File: src/rtl/vit_pkg.sv
package vit_pkg;

  // Pick generator i out of the four generator parameters.
  function automatic int gen_sel(input int i, input int g0, input int g1,
                                 input int g2, input int g3);
    case (i)
      0:       return g0;
      1:       return g1;
      2:       return g2;
      default: return g3;
    endcase
  endfunction

  // Coded-bit pattern produced by encoder window w.
  // Bit (n-1-i) of the result is the parity of generator i.
  function automatic int code_of(input int w, input int n, input int g0,
                                 input int g1, input int g2, input int g3);
    int h;
    h = 0;
    for (int i = 0; i < n; i++) begin
      int t;
      t = w & gen_sel(i, g0, g1, g2, g3);
      if (^t) h = h | (1 << (n - 1 - i));
    end
    return h;
  endfunction

endpackage

File: src/rtl/vit_bmu.sv
module vit_bmu #(
  parameter int N_SYM  = 2,
  parameter int SOFT_W = 3,
  parameter int PM_W   = 10
) (
  input  logic [N_SYM*SOFT_W-1:0]      sym_vec,
  output logic [(1<<N_SYM)*PM_W-1:0]   bm_flat
);
  localparam int NH  = 1 << N_SYM;
  localparam int OFF = 1 << (SOFT_W - 1);

  // One correlator per coded-bit hypothesis. The offset keeps every term
  // non-negative, and an erased (zero) symbol yields OFF for every hypothesis.
  for (genvar h = 0; h < NH; h++) begin : g_hyp
    int acc;
    always_comb begin
      acc = 0;
      for (int i = 0; i < N_SYM; i++) begin
        logic signed [SOFT_W-1:0] v;
        v = sym_vec[(N_SYM-i)*SOFT_W-1 -: SOFT_W];
        if (((h >> (N_SYM - 1 - i)) & 1) == 1)
          acc = acc + OFF - int'(v);
        else
          acc = acc + OFF + int'(v);
      end
    end
    assign bm_flat[h*PM_W +: PM_W] = PM_W'(acc);
  end

endmodule

File: src/rtl/vit_pmu.sv
module vit_pmu #(
  parameter int N_SYM = 2,
  parameter int L_K   = 5,
  parameter int PM_W  = 10,
  parameter int G0    = 19,
  parameter int G1    = 29,
  parameter int G2    = 0,
  parameter int G3    = 0
) (
  input  logic                          clk,
  input  logic                          rst,
  input  logic                          adv,
  input  logic [(1<<N_SYM)*PM_W-1:0]    bm_flat,
  output logic [(1<<(L_K-1))*PM_W-1:0]  pm_flat,
  output logic [(1<<(L_K-1))-1:0]       dec,
  output logic                          norm_pulse
);
  localparam int NS = 1 << (L_K - 1);

  logic [NS*PM_W-1:0] cand_flat;
  logic [NS*PM_W-1:0] nxt_flat;
  logic               hit;
  logic [NS-1:0]      msb_q;

  // Add-compare-select, one unit per next state ns.
  // The window is {ns, b}; the predecessors are (2*ns mod NS) + b.
  for (genvar ns = 0; ns < NS; ns++) begin : g_acs
    localparam int P0 = (ns * 2) % NS;
    localparam int P1 = P0 + 1;
    localparam int H0 = vit_pkg::code_of(ns * 2,     N_SYM, G0, G1, G2, G3);
    localparam int H1 = vit_pkg::code_of(ns * 2 + 1, N_SYM, G0, G1, G2, G3);
    logic [PM_W-1:0] c0, c1;
    assign c0 = pm_flat[P0*PM_W +: PM_W] + bm_flat[H0*PM_W +: PM_W];
    assign c1 = pm_flat[P1*PM_W +: PM_W] + bm_flat[H1*PM_W +: PM_W];
    assign dec[ns] = c1 > c0;          // ties keep the lower predecessor
    assign cand_flat[ns*PM_W +: PM_W] = dec[ns] ? c1 : c0;
  end

  always_comb begin
    hit = 1'b0;
    for (int s = 0; s < NS; s++) hit = hit | cand_flat[s*PM_W + PM_W - 1];
    for (int s = 0; s < NS; s++) begin
      if (hit)
        nxt_flat[s*PM_W +: PM_W] = {1'b0, cand_flat[s*PM_W + 1 +: PM_W - 1]};
      else
        nxt_flat[s*PM_W +: PM_W] = cand_flat[s*PM_W +: PM_W];
    end
  end

  always_ff @(posedge clk or posedge rst) begin
    if (rst) begin
      pm_flat    <= '0;
      norm_pulse <= 1'b0;
    end else begin
      norm_pulse <= adv && hit;
      if (adv) pm_flat <= nxt_flat;
    end
  end

  always_comb begin
    for (int s = 0; s < NS; s++) msb_q[s] = pm_flat[s*PM_W + PM_W - 1];
  end

  // after every update the stored metrics stay below the halving threshold
  a_r5_metrics_below_top: assert property (@(posedge clk) disable iff (rst)
    msb_q == '0);
  // a halving pulse only follows an accepted step
  a_r5_pulse_after_step: assert property (@(posedge clk) disable iff (rst)
    norm_pulse |-> $past(adv));
  // metrics hold while no word is accepted
  a_r6_metrics_hold: assert property (@(posedge clk) disable iff (rst)
    !adv |=> $stable(pm_flat));

endmodule

File: src/rtl/vit_sre.sv
module vit_sre #(
  parameter int L_K = 5,
  parameter int TB  = 24
) (
  input  logic                         clk,
  input  logic                         rst,
  input  logic                         adv,
  input  logic [(1<<(L_K-1))-1:0]      dec,
  output logic [(1<<(L_K-1))*TB-1:0]   surv_flat
);
  localparam int NS = 1 << (L_K - 1);

  logic [NS*TB-1:0] nxt_flat;
  logic             armed;

  // Register exchange: each state copies its chosen predecessor's history,
  // shifts it by one, and appends the bit that led into the state (its top bit).
  for (genvar ns = 0; ns < NS; ns++) begin : g_ex
    localparam int   P0     = (ns * 2) % NS;
    localparam int   P1     = P0 + 1;
    localparam logic NEWEST = ((ns >> (L_K - 2)) & 1) != 0;
    assign nxt_flat[ns*TB +: TB] = dec[ns]
      ? {surv_flat[P1*TB +: TB-1], NEWEST}
      : {surv_flat[P0*TB +: TB-1], NEWEST};

    // after a step, the newest history entry equals the state's top bit
    a_r1_newest_entry: assert property (@(posedge clk) disable iff (rst)
      armed && $past(adv) |-> surv_flat[ns*TB] == NEWEST);
  end

  always_ff @(posedge clk or posedge rst) begin
    if (rst) begin
      surv_flat <= '0;
      armed     <= 1'b0;
    end else begin
      armed <= 1'b1;
      if (adv) surv_flat <= nxt_flat;
    end
  end

  // histories hold while no word is accepted
  a_r6_survivors_hold: assert property (@(posedge clk) disable iff (rst)
    !adv |=> $stable(surv_flat));

endmodule

File: src/rtl/vit_decoder.sv
module vit_decoder #(
  parameter int N_SYM    = 2,
  parameter int L_K      = 5,
  parameter int SOFT_W   = 3,
  parameter int PM_W     = 10,
  parameter int TB_DEPTH = 24,
  parameter int G0       = 19,
  parameter int G1       = 29,
  parameter int G2       = 0,
  parameter int G3       = 0
) (
  input  logic                      clk,
  input  logic                      rst,
  input  logic                      in_valid,
  output logic                      in_ready,
  input  logic [N_SYM*SOFT_W-1:0]   in_data,
  output logic                      out_valid,
  input  logic                      out_ready,
  output logic                      out_bit,
  output logic                      normalize
);
  localparam int NS    = 1 << (L_K - 1);
  localparam int NH    = 1 << N_SYM;
  localparam int SEL_W = L_K - 1;
  localparam int CNT_W = $clog2(TB_DEPTH + 1);

  logic                 adv;
  logic [NH*PM_W-1:0]   bm_flat;
  logic [NS*PM_W-1:0]   pm_flat;
  logic [NS-1:0]        dec;
  logic [NS*TB_DEPTH-1:0] surv_flat;
  logic [SEL_W-1:0]     best_idx;
  logic [PM_W-1:0]      best_val;
  logic                 oldest_bit;
  logic [CNT_W-1:0]     fill_cnt;

  assign in_ready = !out_valid || out_ready;
  assign adv      = in_valid && in_ready;

  vit_bmu #(.N_SYM(N_SYM), .SOFT_W(SOFT_W), .PM_W(PM_W)) u_bmu (
    .sym_vec (in_data),
    .bm_flat (bm_flat)
  );

  vit_pmu #(.N_SYM(N_SYM), .L_K(L_K), .PM_W(PM_W),
            .G0(G0), .G1(G1), .G2(G2), .G3(G3)) u_pmu (
    .clk        (clk),
    .rst        (rst),
    .adv        (adv),
    .bm_flat    (bm_flat),
    .pm_flat    (pm_flat),
    .dec        (dec),
    .norm_pulse (normalize)
  );

  vit_sre #(.L_K(L_K), .TB(TB_DEPTH)) u_sre (
    .clk       (clk),
    .rst       (rst),
    .adv       (adv),
    .dec       (dec),
    .surv_flat (surv_flat)
  );

  // Best state among the stored metrics; equal values keep the lower index.
  always_comb begin
    best_idx = '0;
    best_val = pm_flat[0 +: PM_W];
    for (int s = 1; s < NS; s++) begin
      if (pm_flat[s*PM_W +: PM_W] > best_val) begin
        best_val = pm_flat[s*PM_W +: PM_W];
        best_idx = SEL_W'(s);
      end
    end
  end

  assign oldest_bit = surv_flat[int'(best_idx)*TB_DEPTH + TB_DEPTH - 1];

  // The fill count and a single output register with a valid/ready handover.
  always_ff @(posedge clk or posedge rst) begin
    if (rst) begin
      fill_cnt  <= '0;
      out_valid <= 1'b0;
      out_bit   <= 1'b0;
    end else begin
      if (adv && fill_cnt != CNT_W'(TB_DEPTH)) fill_cnt <= fill_cnt + 1'b1;
      if (adv) begin
        out_valid <= (fill_cnt == CNT_W'(TB_DEPTH));
        out_bit   <= oldest_bit;
      end else if (out_ready) begin
        out_valid <= 1'b0;
      end
    end
  end

  // a waiting bit is held until it is taken
  a_r8_hold_stalled: assert property (@(posedge clk) disable iff (rst)
    out_valid && !out_ready |=> out_valid && $stable(out_bit));
  // no decoded bit before the histories are full
  a_r7_fill_before_valid: assert property (@(posedge clk) disable iff (rst)
    out_valid |-> fill_cnt == CNT_W'(TB_DEPTH));

endmodule

File: config.mk
export PLATFORM = sky130hd
export DESIGN_NAME = vit_decoder
export DESIGN_NICKNAME = d
export VERILOG_FILES = /design/src/rtl/vit_pkg.sv /design/src/rtl/vit_bmu.sv /design/src/rtl/vit_pmu.sv /design/src/rtl/vit_sre.sv /design/src/rtl/vit_decoder.sv
export SDC_FILE = /design/constraint.sdc
export NUM_CORES = 2
export LEC_CHECK = 0
export ABC_AREA = 1
export BUFFER_PORTS_ARGS = -buffer_cell sky130_fd_sc_hd__buf_2
export CAP_MARGIN = 20
export CORE_ASPECT_RATIO = 0.7
export CORE_UTILIZATION = 45
export DETAILED_ROUTE_END_ITERATION = 10
export SYNTH_ARGS = -nofsm -noshare
export SYNTH_HDL_FRONTEND = slang
export SYNTH_SLANG_ARGS = --single-unit
File: constraint.sdc
create_clock -name clk -period 25.7 [get_ports clk]
set_clock_uncertainty 0.15 [all_clocks]
set_input_delay 2.57 -clock clk [delete_from_list [all_inputs] [get_ports clk]]
set_output_delay 2.57 -clock clk [all_outputs]
set_load 0.005 [all_outputs]
# Word level (Yosys, flattened, before mapping)
# Index checks and enable logic that the tools add are counted.
# totals
regBits,552
input_bits,10
output_inout_bits,4
word_cells,187
# classes
n_addsub,43
multipliers,1
order_cmp,32
n_eq_ne,2
muxes,82
bitwise_logic,15
reduce_logical,6
# ops
op,count
10-bit 2-to-1 mux,46
24-bit 2-to-1 mux,16
10-bit adder,32
10-bit greater-than comparator,31
4-bit 2-to-1 mux,14
1-bit OR,15
11-bit less-than comparator (second input constant),1
10-bit by 1-bit subtractor with 11-bit output (second input constant),1
10-bit by 3-bit adder with 10-bit output,1
10-bit by 4-bit adder with 10-bit output (second input constant),1
9-bit by 5-bit adder with 10-bit output (second input constant),1
10-bit by 3-bit subtractor with 10-bit output,1
1-bit binary-select mux with 9-bit select,1
6-bit by 3-bit adder with 7-bit output,1
6-bit by 3-bit subtractor with 7-bit output,1
5-bit by 4-bit adder with 6-bit output (second input constant),1
4-bit by 2-bit multiplier with 6-bit output (second input constant),1
4-bit by 3-bit adder with 5-bit output (first input constant),1
5-bit by 1-bit adder with 5-bit output (second input constant),1
5-bit == test (second input constant),1
1-bit 2-to-1 mux,5
5-bit != test (second input constant),1
4-bit by 3-bit subtractor with 5-bit output (first input constant),1
1-bit logical AND,3
other kinds (3),3

# Logic depth before layout (Yosys ltp)
# depth
word_depth,36
depth_mapped,197
mapped_depth_nobuf,181

# Cells and area by module
# From an unflattened synthesis, not the netlist that was laid out.
# hier_totals
hier_cells,7546
area_unflattened_um2,50314.5
# modules_own_cells
module,n_inst,cells_each,area_per_inst_um2,seq_area_each_um2
vit_pmu,1,3822,25693.4,4028.9
vit_sre,1,2495,17391.7,8633.3
vit_decoder,1,1100,6358.6,175.2
vit_bmu,1,129,870.8,0.0

# Least setup slack after synthesis
# OpenSTA, ideal clock, no wires.
# synth_timing
path_type,register to register
start,register u_pmu.pm_flat[9]
end,register out_bit
setup_time_ps,77
t_arrival_ps,21946
required_time_ps,25473
setup_slack_ps,3526
path_stages_with_launch,160
path_buffers,16
period_less_slack_ps,22174
path_cell_list,dfrtp_1 -> inv_1 -> ha_1 -> nand2_1 -> inv_1 -> a21oi_1 -> nand3_2 -> nand2_2 -> clkbuf_1 -> o21ai_0 -> ha_1 -> nand2_1 -> inv_1 -> nand3_1 -> nor2_1 -> nand4_1 -> nand3b_1 -> nand2_2 -> [... 124 more ...] -> a221oi_1 -> o21ai_0 -> o41ai_1 -> nand2_1 -> nor2_1 -> inv_1 -> ha_1 -> inv_1 -> fa_1 -> inv_1 -> ha_1 -> inv_1 -> nand3_1 -> nand3_1 -> nand2_1 -> nor2_1 -> nor2_1 -> a21oi_1
# synth_via
elab_chain_len,36
elab_cells_between_ends,50
cone_classes,2 x add/sub; 1 x mul; 15 x order compare; 32 x mux
# synth_lines
element,line_no,source
"start, declared",vit_pmu.sv:14,"output logic [(1<<(L_K-1))*PM_W-1:0] pm_flat,"
"start signal, assigned",vit_pmu.sv:56,if (adv) pm_flat <= nxt_flat;
10-bit greater-than comparator,vit_decoder.sv:69,if (pm_flat[s*PM_W +: PM_W] > best_val) begin
10-bit 2-to-1 mux,vit_decoder.sv:69,
10-bit greater-than comparator,vit_decoder.sv:69,
10-bit 2-to-1 mux,vit_decoder.sv:69,
10-bit greater-than comparator,vit_decoder.sv:69,
10-bit 2-to-1 mux,vit_decoder.sv:69,
10-bit greater-than comparator,vit_decoder.sv:69,
10-bit 2-to-1 mux,vit_decoder.sv:69,
[... 19 more ...],--,
10-bit 2-to-1 mux,vit_decoder.sv:69,
10-bit greater-than comparator,vit_decoder.sv:69,
4-bit 2-to-1 mux (*),vit_decoder.sv:69,
4-bit by 2-bit multiplier with 6-bit output (*),vit_decoder.sv:76,assign oldest_bit = surv_flat[int'(best_idx)*TB_DEPTH + TB_DEPTH - 1];
9-bit by 5-bit adder with 10-bit output (*),vit_decoder.sv:76,
10-bit by 1-bit subtractor with 11-bit output (*),vit_decoder.sv:76,
1-bit binary-select mux with 9-bit select (*),vit_decoder.sv:76,
1-bit 2-to-1 mux (implied by the code) (*) (2 in series),vit_decoder.sv:76,
"end signal, assigned",vit_decoder.sv:88,out_bit <= oldest_bit;
"end, declared",vit_decoder.sv:19,"output logic out_bit,"
# Every way passes the cells marked *; elsewhere a longest branch is shown, timed or not. The select of a mux whose other input is x is not followed.
# A chain may end at the register's enable or synchronous reset.

# Worst setup path after layout
# layout_timing
start,register u_pmu.pm_flat[5]
end,register out_bit
# The elaborated chain is that of the path after synthesis.

==> Implementation_results.wiki <==
{| class="wikitable"
! Metric !! Value
|-
| Transition time of the tightest slew-check pin || 1.23 ns
|-
| Worst-path fanout max || 22
|-
| Post-synth top flop || sky130_fd_sc_hd__dfrtp_1
|-
| Vertical extent of the die || 267 µm
|-
| Total number of H-tree levels || 2
|-
| Post-synthesis register bit count || 513
|-
| CTS tree || built
|-
| Worst-Skew Late Latency || approximately 0.67 ns
|-
| Area delta synth->final || 9.35%
|-
| Period utilisation layout || approximately 92%
|-
| Worst Path Required || 26.14 ns
|-
| Hold Crit Class || flop to flop
|-
| Final number of max-transition violations || 0
|-
| Number of nets in the finished design || about 6.7k
|-
| Routability-driven placement congestion ratio || 1.01
|-
| Fin crit period || about 24 ns
|-
| Max Clk Rate || 42.2 MHz
|-
| Data arrival time at the worst-slack endpoint || 24.11 ns
|-
| Synth warn || 0
|-
| Longest individual stage delay on the worst path || 0.70 ns
|-
| Share of flip-flops with an asynchronous set or reset after synthesis || between 90% and 100%
|-
| Total of endpoints with negative setup slack in the final report || 0
|-
| Design area || 49,200 µm²
|-
| Post-route DRC || 0
|-
| Average cell area after synthesis || 7.39 µm²
|-
| Number of instances in the synthesized netlist || about 6.1k
|-
| Die X || approximately 380 µm
|-
| Wire length of the first global-routing pass || 253 mm
|-
| Sequential fraction of the synthesis area || about 29%
|-
| Area of the core || 98,500 µm²
|-
| Antenna violations before repair || 9
|-
| Number of rows created at floorplan || 96
|-
| Total wire length || 173 mm
|-
| Final cell utilization of the core || about half
|-
| Detailed-routing iteration count for the pre-antenna-repair pass || 7
|-
| Post-detailed-route via-to-cell ratio || 5.77
|-
| Cell mode on critical path || sky130_fd_sc_hd__nand2_1
|-
| Crit path buffers/inverters || 20
|-
| Clock-pin slew on the worst setup and hold paths || 0.07 ns
|-
| Initial DRC count || a little under 5k
|-
| Post-detailed-route count of antenna-violating nets || 0
|-
| Number of global-route vias before repair || around 39k
|-
| Overflow left after global routing || 0
|-
| Area of the mapped netlist || about 45,000 µm²
|-
| Number of clock buffers inserted by TritonCTS || 57
|-
| GRT Util Overall || 33.4%
|-
| Category of the most critical setup path || flop to flop
|-
| DR WL/cell || 23.3 µm
|-
| Top delay family on crit path || simple AND/OR/NAND/NOR gates
|-
| Dpl cell area || 46,700 µm²
|-
| Final hold vios || 0
|-
| Maximum number of pins on one net before global-route repair || 177
|-
| Root buf cell || sky130_fd_sc_hd__clkbuf_16
|-
| Starting density of the core || between 40 and 50%
|-
| Fraction of final layout cells sized beyond drive strength 1 || 5.48%
|-
| Minimum setup slack in the final design || roughly 2.0 ns
|-
| Net count of the mapped netlist || 6,748
|-
| Tightest slew margin relative to the limit || between 10% and 20%
|-
| Critical path's slowest cell || sky130_fd_sc_hd__o41ai_2
|-
| Sink Count || 513
|-
| Number of synthesized flops with an enable pin || 0
|-
| Die area || roughly 100,000 µm²
|-
| Longest Clk Path Bufs || 3
|-
| Routed via count || between 40k and 50k
|-
| Outcome || complete, no violations
|-
| Maximum capacitance violations || 0
|-
| Kind of capture point of the worst setup path || flop
|-
| I/O Buffers || 13
|-
| Detailed placement HPWL || 132 mm
|-
| Startpoint Class || flop
|-
| Io pins || 14
|-
| Placement Setup Slack || 0.550 ns
|-
| Unique masters post-synth || roughly 50
|}
logic make-up after synthesis:
family / share of synthesized area, %
adders and majority gates: 18.7
AOI/OAI and AO/OA: 23.9
buffers and inverters: 8.31
and+or+nand+nor: 14.4
DFF: 28.5
xor gates and xnor gates: 6.08
layout make-up:
type	instances	area, µm²
well taps	1323	1660
multi-input cells	4596	28700
fillers	9822	49300
diodes	3	7.51
flip-flops and latches	513	12800
repair buffers	167	1270
clock inverters	26	383
inverters	717	2710
clock buffers	80	1600
placed cells by master, fill, tap and decap left out, types with 42 or more instances in the layout:
cell                        netlist  layout
sky130_fd_sc_hd__dfrtp_1        513     513
sky130_fd_sc_hd__a21oi_1        580     578
sky130_fd_sc_hd__xor2_1         212     208
sky130_fd_sc_hd__o21ai_1         72      84
sky130_fd_sc_hd__nand3_1        159     159
sky130_fd_sc_hd__nor2_1         419     412
sky130_fd_sc_hd__a21o_1          42      42
sky130_fd_sc_hd__nand2_1        910     893
sky130_fd_sc_hd__xnor2_1        100     100
sky130_fd_sc_hd__inv_1          714     708
sky130_fd_sc_hd__nand4_1         48      48
sky130_fd_sc_hd__clkbuf_16        0      58
sky130_fd_sc_hd__buf_4            3     142
sky130_fd_sc_hd__o21ai_0       1145    1130
sky130_fd_sc_hd__ha_1           613     613
flip-flops by register name, indices dropped and copies added, names as in the netlist:
name	flops
u_pmu.norm_pulse	1
u_sre.surv_flat	345
out_bit	1
fill_cnt	5
u_pmu.pm_flat	160
out_valid	1
metrics by stage:
| stage | cells | hold WS [ns] | setup TNS [ns] |
|---|---|---|---|
| finish | 7425 | 0.319 | 0 |
| global route | 7422 | 0.329 | -0.128 |
| CTS | 7384 | 0.325 | 0 |
| detailed placement | 7278 | 0.308 | 0 |
| global placement | 7274 | 0.303 | 0 |
| floorplan | 6088 | 0.290 | 0 |
cells in the mapped netlist, drive strengths merged, types with 33 or more instances:
cell / n / share of area (%)
nor2: 421 / 3.5
inv: 715 / 6.0
nand2: 928 / 7.9
xor2: 212 / 4.1
buf: 39 / 0.40
clkbuf: 230 / 1.9
o21ai: 1217 / 14
o22a: 33 / 0.64
ha: 613 / 17
o21bai: 38 / 0.63
a21o: 42 / 0.70
nand4: 48 / 0.67
nand3: 161 / 1.8
o31ai: 33 / 0.55
a21oi: 580 / 6.5
fa: 37 / 1.6
xnor2: 100 / 1.9
dfrtp: 513 / 29
repair_timing:
| item | 4_1_cts | 5_1_grt |
|---|---|---|
| endpoints found under the setup margin | 0 | 1 |
| setup buffers | 0 | 19 |
| hold buffers | 0 | 0 |
| gates resized for setup | 0 | 52 |
routing by layer:
layer | up-vias | share of wire, % | GRT usage [%]
met2 | 1829 | 34 | 40.0
met4 | 4 | 2.1 | 7.04
met3 | 194 | 14 | 14.1
li1 | 20600 | - | -
met5 | - | 0.061 | 0.617
met1 | 20200 | 49 | 52.8
worst paths after layout:
| check | startpoint | depth (start not counted) | to | slack (ns) |
|---|---|---|---|---|
| min in group asynchronous | rst | 2 | u_pmu.pm_flat[59] | 1.94 |
| max in group asynchronous | rst | 5 | u_sre.surv_flat[158] | 20.65 |
| max reg2reg | u_pmu.pm_flat[5] | 163 | out_bit | 2.03 |
| max | u_pmu.pm_flat[5] | 163 | out_bit | 2.03 |
| min reg2reg | u_sre.surv_flat[360] | 1 | u_sre.surv_flat[360] | 0.32 |
| min | u_sre.surv_flat[360] | 1 | u_sre.surv_flat[360] | 0.32 |
Power is left out: the tool's default activity adds up to more than one toggle a clock period on the data nets, which glitch-free logic cannot reach.
